File: config.mk
export PLATFORM = sky130hd
export DESIGN_NAME = quarter_step_baud_gen
export DESIGN_NICKNAME = d
export VERILOG_FILES = /design/src/rtl/baudgen_pkg.sv /design/src/rtl/baud_field_capture.sv /design/src/rtl/baud_phase_acc.sv /design/src/rtl/quarter_step_baud_gen.sv
export SDC_FILE = /design/constraint.sdc
export NUM_CORES = 1
export LEC_CHECK = 0
export BUFFER_PORTS_ARGS = -buffer_cell sky130_fd_sc_hd__buf_2
export CORE_MARGIN = 2
export CORE_UTILIZATION = 25
export CTS_CLUSTER_SIZE = 12
export DETAILED_ROUTE_END_ITERATION = 12
export PLACE_DENSITY_LB_ADDON = 0.05
export SLEW_MARGIN = 20
export SYNTH_ARGS = -nofsm -noshare
export SYNTH_HDL_FRONTEND = slang
export SYNTH_SLANG_ARGS = --single-unit
File: constraint.sdc
create_clock -name clk -period 3.3 [get_ports clk]
set_input_delay 0.165 -clock clk [delete_from_list [all_inputs] [get_ports clk]]
set_output_delay 0.165 -clock clk [all_outputs]
set_load 0.05 [all_outputs]
File: src/rtl/baudgen_pkg.sv
package baudgen_pkg;

  // Quarter-clock units added to the phase on every enabled clock.
  localparam int QSTEP = 4;

  // Position of the divider field inside the software word.
  localparam int FIELD_LSB = 6;

  typedef enum logic [1:0] {
    STEP_CLEAR = 2'd0,
    STEP_WAIT  = 2'd1,
    STEP_FIRE  = 2'd2
  } step_e;

endpackage

File: src/rtl/baud_field_capture.sv
module baud_field_capture #(
  parameter int REG_W   = 32,
  parameter int FIELD_W = 15
) (
  input  logic               clk,
  input  logic               rst,
  input  logic [REG_W-1:0]   div_reg,
  output logic [FIELD_W-1:0] field_q,
  output logic               field_chg
);
  import baudgen_pkg::*;

  localparam int FIELD_HI = FIELD_LSB + FIELD_W;

  logic [FIELD_W-1:0] field_now;
  logic               unused_lo;
  logic               unused_hi;

  assign field_now = div_reg[FIELD_LSB +: FIELD_W];
  assign unused_lo = ^div_reg[FIELD_LSB-1:0];
  assign unused_hi = ^div_reg[REG_W-1:FIELD_HI];

  // A field change is judged against the value held from the previous edge.
  assign field_chg = (field_now != field_q);

  always_ff @(posedge clk) begin
    if (rst) begin
      field_q <= '0;
    end else begin
      field_q <= field_now;
    end
  end

endmodule

File: src/rtl/baud_phase_acc.sv
module baud_phase_acc #(
  parameter int FIELD_W = 15
) (
  input  logic               clk,
  input  logic               rst,
  input  logic               en,
  input  logic               restart,
  input  logic [FIELD_W-1:0] field_q,
  output logic               tick_o
);
  import baudgen_pkg::*;

  // The phase stays below (4 + D); two spare bits absorb the +4 overshoot.
  localparam int ACC_W = FIELD_W + 2;

  logic [ACC_W-1:0] acc;
  logic [ACC_W-1:0] period;
  logic [ACC_W-1:0] sum;
  step_e            step;

  assign period = ACC_W'(field_q) + ACC_W'(QSTEP);
  assign sum    = acc + ACC_W'(QSTEP);

  always_comb begin
    if (!en || restart) begin
      step = STEP_CLEAR;
    end else if (sum >= period) begin
      step = STEP_FIRE;
    end else begin
      step = STEP_WAIT;
    end
  end

  always_ff @(posedge clk) begin
    if (rst) begin
      acc    <= '0;
      tick_o <= 1'b0;
    end else begin
      unique case (step)
        STEP_CLEAR: begin
          acc    <= '0;
          tick_o <= 1'b0;
        end
        STEP_FIRE: begin
          acc    <= sum - period;
          tick_o <= 1'b1;
        end
        default: begin
          acc    <= sum;
          tick_o <= 1'b0;
        end
      endcase
    end
  end

  // The phase residue never reaches a full period, or ticks would be lost.
  assert_phase_bound_R4: assert property (@(posedge clk) disable iff (rst)
    acc < period)
    else $error("phase residue reached the period");

  assert_idle_low_R7: assert property (@(posedge clk) disable iff (rst)
    !en |=> !tick_o)
    else $error("tick while disabled");

  assert_restart_low_R8: assert property (@(posedge clk) disable iff (rst)
    restart |=> !tick_o)
    else $error("tick right after divider change");

endmodule

File: src/rtl/quarter_step_baud_gen.sv
module quarter_step_baud_gen #(
  parameter int REG_W   = 32,
  parameter int FIELD_W = 15
) (
  input  logic             clk,
  input  logic             rst,
  input  logic [REG_W-1:0] div_reg,
  input  logic             en,
  output logic             tick
);

  logic [FIELD_W-1:0] field_q;
  logic               field_chg;

  baud_field_capture #(
    .REG_W  (REG_W),
    .FIELD_W(FIELD_W)
  ) u_capture (
    .clk      (clk),
    .rst      (rst),
    .div_reg  (div_reg),
    .field_q  (field_q),
    .field_chg(field_chg)
  );

  baud_phase_acc #(
    .FIELD_W(FIELD_W)
  ) u_phase (
    .clk    (clk),
    .rst    (rst),
    .en     (en),
    .restart(field_chg),
    .field_q(field_q),
    .tick_o (tick)
  );

  assert_full_rate_R3: assert property (@(posedge clk) disable iff (rst)
    (en && !field_chg && field_q == '0) |=> tick)
    else $error("zero divider did not tick every clock");

  assert_no_double_R6: assert property (@(posedge clk) disable iff (rst)
    (tick && field_q >= FIELD_W'(4)) |=> !tick)
    else $error("back-to-back ticks with divider of at least one clock");

endmodule

* Yosys cells after proc, flatten, opt, wreduce, memory -nomap -nowiden *
Cells that the tools add are included.

operators by class
  order comparisons = 1
  eq/ne operators = 2
  bitwise operators = 0
  muxes and demuxes = 4
  div/mod/pow operators = 0
  shift operators = 0
  multipliers = 0
  add/subtract/negate cells = 3
  reduce and logical (&&, ||, !) cells = 3

operators by type and width
  operator                                       count
  case mux 17 bit (2 select lines)               1
  adder 17 x 3 -> 17 bit, second input constant  1
  >= comparator 17 bit                           1
  subtractor 17 bit                              1
  adder 15 x 3 -> 16 bit, second input constant  1
  != test 15 bit                                 1
  2-to-1 mux 2 bit                               2
  equality test 2 bit, second input constant     1
  logical NOT 2 bit                              1
  logical NOT 1 bit                              1
  logical OR 1 bit                               1
  2-to-1 mux 1 bit                               1

word-level totals
  bits in read-only memories = 0
  word-level logic and storage cells = 16
  register bits = 33
  memories = 0
  bits in latches = 0
  memory bits (writable) = 0
  bits of input ports = 35

* Logic depth before layout (Yosys ltp) *
  word-level depth = 6
  gate-level depth with buffers = 16
  mapped depth without buffers = 14

* Cells and area by module *
Synthesis repeated with hierarchy kept, for this count alone.

unflattened totals
  cell total of the unflattened synthesis = 300
  area total of the unflattened synthesis = 2591.2 µm²

modules (own cells, without submodules)
  module              cells an instance  times used  seq. area each (µm²)  area an instance (µm²)
  baud_phase_acc      249                1           360.3                 2030.7
  baud_field_capture  51                 1           300.3                 560.5

* Worst setup path before layout *
OpenSTA, ideal clock, no wires.

  kind = register to register
  start point = register u_capture.field_q[2]
  end point = register u_phase.acc[11]
  required time = 3.172 ns
  clock period less this slack = 3.103 ns
  library setup time = 0.128 ns
  setup slack = 0.197 ns
  stages on the path, launching flop included = 16
  arrival = 2.975 ns
  buffers on the path = 2
  path through = dfxtp_1 > ha_1 > nand2_1 > or2_2 > nor2_1 > xnor2_1 > ha_1 > nand2_1 > or3_1 > or4_1 > nand3_2 > nand2b_4 > buf_12 > buf_12 > mux2i_1 > nor2_1

on the way
  longest elaborated chain between the ends = 6
  elaborated cells on any way between the ends = 10
  those cells by class = add/sub (2); order compare (1); eq/ne (2); mux (3); reduce/logical (2)

ends and longest elaborated chain
  what                                                      RTL line                  RTL
  from (decl)                                               baud_field_capture.sv:8   output logic [FIELD_W-1:0] field_q,
  from (signal assigned)                                    baud_field_capture.sv:30  field_q <= field_now;
  adder 15 x 3 -> 16 bit                                    baud_phase_acc.sv:21      assign period = ACC_W'(field_q) + ACC_W'(QSTEP);
  >= comparator 17 bit                                      baud_phase_acc.sv:27      end else if (sum >= period) begin
  2-to-1 mux 2 bit                                          baud_phase_acc.sv:27
  2-to-1 mux 2 bit                                          baud_phase_acc.sv:25      if (!en || restart) begin
  equality test 2 bit or logical NOT 2 bit (tied branches)  baud_phase_acc.sv:39      unique case (step)
  case mux 17 bit (2 select lines) (*)                      baud_phase_acc.sv:39
  to (signal assigned)                                      baud_phase_acc.sv:45      acc <= sum - period;
  to (signal assigned)                                      baud_phase_acc.sv:49      acc <= sum;
  to (decl)                                                 baud_phase_acc.sv:16      logic [ACC_W-1:0] acc;

Every way passes the cells marked *; elsewhere a longest branch is shown, timed or not.
A chain may end at the register's enable or synchronous reset.

* Final worst setup path *
  start point = register u_capture.field_q[2]
  end point = register u_phase.acc[4]

The elaborated chain is that of the path after synthesis.

==> results.toml <==
[pwr]
power.density_nw_per_um2 = 301
p_clk_share_pct = 35.6
ir_drop_v = 0.000120
p_leak_nw = 1.18
switching_share_pct = 26.6
seq_power_share_pct = 47.3
internal_power_w = 0.000648
p_switching_w = 0.000235
power_w = 0.000883
p_comb_share_pct = 17.1

[cts]
clk_latency_ns = 0.29
clock_path_buffers = 2
clk_transition_reported_paths_ns = 0.07
root_buffer = "clkbuf_8"
numCtsBuffers = 5
tritoncts = "built"
cts_sinks = 33
htree_levels = 2

[placed_design]
place.gp.congestion = 0.777
dp_worst_setup_slack_ns = 0.114
hpwlAfterDp_mm = 5.13
portBuffers = 18

[floorplanning]
row_count = 35
dieArea_sq_um = 10500
fp.dieH_um = 102
ios = 36
die_w_um = 102
core_sq_um = 9330
initial_core_util_pct = 25.9

[detailed_routing]
antenna_left = 0
wl_mm = 6.03
vias_per_cell = 4.33
dr.pass1.iters = 4
drc = 0
drtIter0Drc = 60
num_vias = 2008
wl_per_cell_um = 13.0

[cells_and_area]
antennaDiodeCount = 0
ff_latch_area_sq_um = 663
drive_above_1_share_pct = 19.4
syn2layout_area_growth_pct = 21.5
nFillCells = 1025
num-nets-final = 389
final_core_util_pct = 31.5
multi_input_area_sq_um = 1690

[critical_path]
crit_type = "reg -> reg"
reg2reg_slack_ns = 0.19
worstPathRequired_ns = 3.47
cp-end-kind = "register"
crit_path_max_fanout = 13
crit_arrival_ns = 3.28
worst_setup_path_start_kind = "register"

[run]
cap_violations = 0

[run_status]
status = "complete, no violations"

[sta]
tightest_slew_ns = 0.379
clock.fmax_mhz = 322
period_share_pct = 94.1
setup_viol = 0
hold_viol = 0
hold_slack_ns = 0.110
timing.setup.tns_ns = 0
maxSlewViolCount = 0
rsz0062_at_grt = "false"
clock_skew_ns = 0.00348
slew_headroom_pct = 74.5
setup_slack_ns = 0.193
finalCriticalPeriod_ns = 3.11

[yosys]
synth_cell_types = 43
synth_top_cell_by_area = "dfxtp_1"
ys.flop_type = "dfxtp_1"
syn_nets = 340
ys_ff_latch = 33
avgSynthCellArea_sq_um = 8.46
yosys-top-cells-count = "dfxtp_1, nand2_1, xor2_1"
synth_top_cell_area_share_pct = 27.3
synthArstFlopShare_pct = 0
yosysMostFrequentCell = "dfxtp_1"
syn-cell-area_sq_um = 2420
synth.yosys.warnings = 0
syn_inst = 286
ys_seq_area_share_pct = 27.3
synth_edf_count = 0
synthTopCellsByArea = "dfxtp_1, xor2_1, ha_1"

[grt]
grt_first_pass_wirelength_mm = 10.3
antenna_found_initial = 0
grt_max_degree = 19
grt_overflow = 0
grt_pass1_vias = 2086
track_usage_pct = 12.9

[worst_hold_path]
hp-class = "in -> reg"
## stage by stage
step,instance area (sq um),cells
floorplan,2420,286
global placement,2830,455
detailed placement,2830,455
CTS,2920,462
global route,2940,464
finish,2940,464
## layer usage
metal	track usage (%)	share of wire, %	up-vias
li1	-	-	1102
met1	16.7	50	876
met2	22.0	47	25
met3	2.53	2.3	5
met4	3.08	1.0	0
met5	0	0	-
## cells in the final DEF (no fill, tap or decap), drive strengths merged, types with 4 or more instances in the layout
cell type,instances
a21oi,19
buf,46
clkbuf,7
dfxtp,33
ha,18
inv,6
mux2i,9
nand2,30
nand3,16
nand4,11
nor2,26
nor2b,17
nor4,4
o21a,4
xnor2,23
xor2,28
## critical path, cell delays in order, from the launching register on
cell,delay [ns]
dfxtp_2,0.37
ha_1,0.19
nand2_1,0.06
or2_2,0.32
nor2_1,0.14
xnor2_1,0.10
ha_1,0.30
nand2_1,0.07
or3_1,0.35
or4_1,0.43
nand3_2,0.10
nand2b_4,0.15
buf_12,0.15
mux2i_2,0.20
nor2_1,0.06
## power groups by stage
stage               clock network [W]  registers [W]  logic (W)
finish                       0.000315       0.000418   0.000151
global route                 0.000344       0.000419   0.000173
CTS                          0.000331       0.000417   0.000154
detailed placement                  0       0.000427   0.000153
global placement                    0       0.000427   0.000154
floorplan                           0       0.000427   0.000102
## area by class of cell
type                            count  share of cell area (%)
Multi-Input combinational cell    242                    57.5
Sequential cell                    33                    22.6
Timing Repair Buffer               46                    10.6
Tap cell                          129                    5.49
Clock buffer                        7                    2.94
Inverter                            7                   0.894
## worst paths after layout
kind                                   start                          endpoint  depth (start not counted)
max          u_capture.field_q[2]$_SDFF_PP0_         u_phase.acc[4]$_SDFF_PP0_                         14
min                              div_reg[18]  u_capture.field_q[12]$_SDFF_PP0_                          2
max reg2reg  u_capture.field_q[2]$_SDFF_PP0_         u_phase.acc[4]$_SDFF_PP0_                         14
min reg2reg      u_phase.acc[1]$_SDFFE_PP0N_       u_phase.acc[1]$_SDFFE_PP0N_                          2
## logic make-up after synthesis
logic type / count (synthesis) / synth area share [%]
compound gates: 43 / 12.1
xor+xnor: 51 / 18.5
fa+ha+maj: 19 / 10.1
buf+inv: 11 / 3.05
flops: 33 / 27.3
mux: 9 / 3.72
simple gates: 120 / 25.2
## flip-flops by register name, indices dropped and copies added, names as in the netlist
name	flops
u_phase.acc	17
u_capture.field_q	15
u_phase.tick_o	1
## repair_timing
item / in CTS / in global routing
gates resized for setup: 0 / 4
hold buffers: 0 / 0
setup buffers: 0 / 2
endpoints found under the setup margin: 0 / 14
Note: power is estimated with default switching activity, not from simulation.
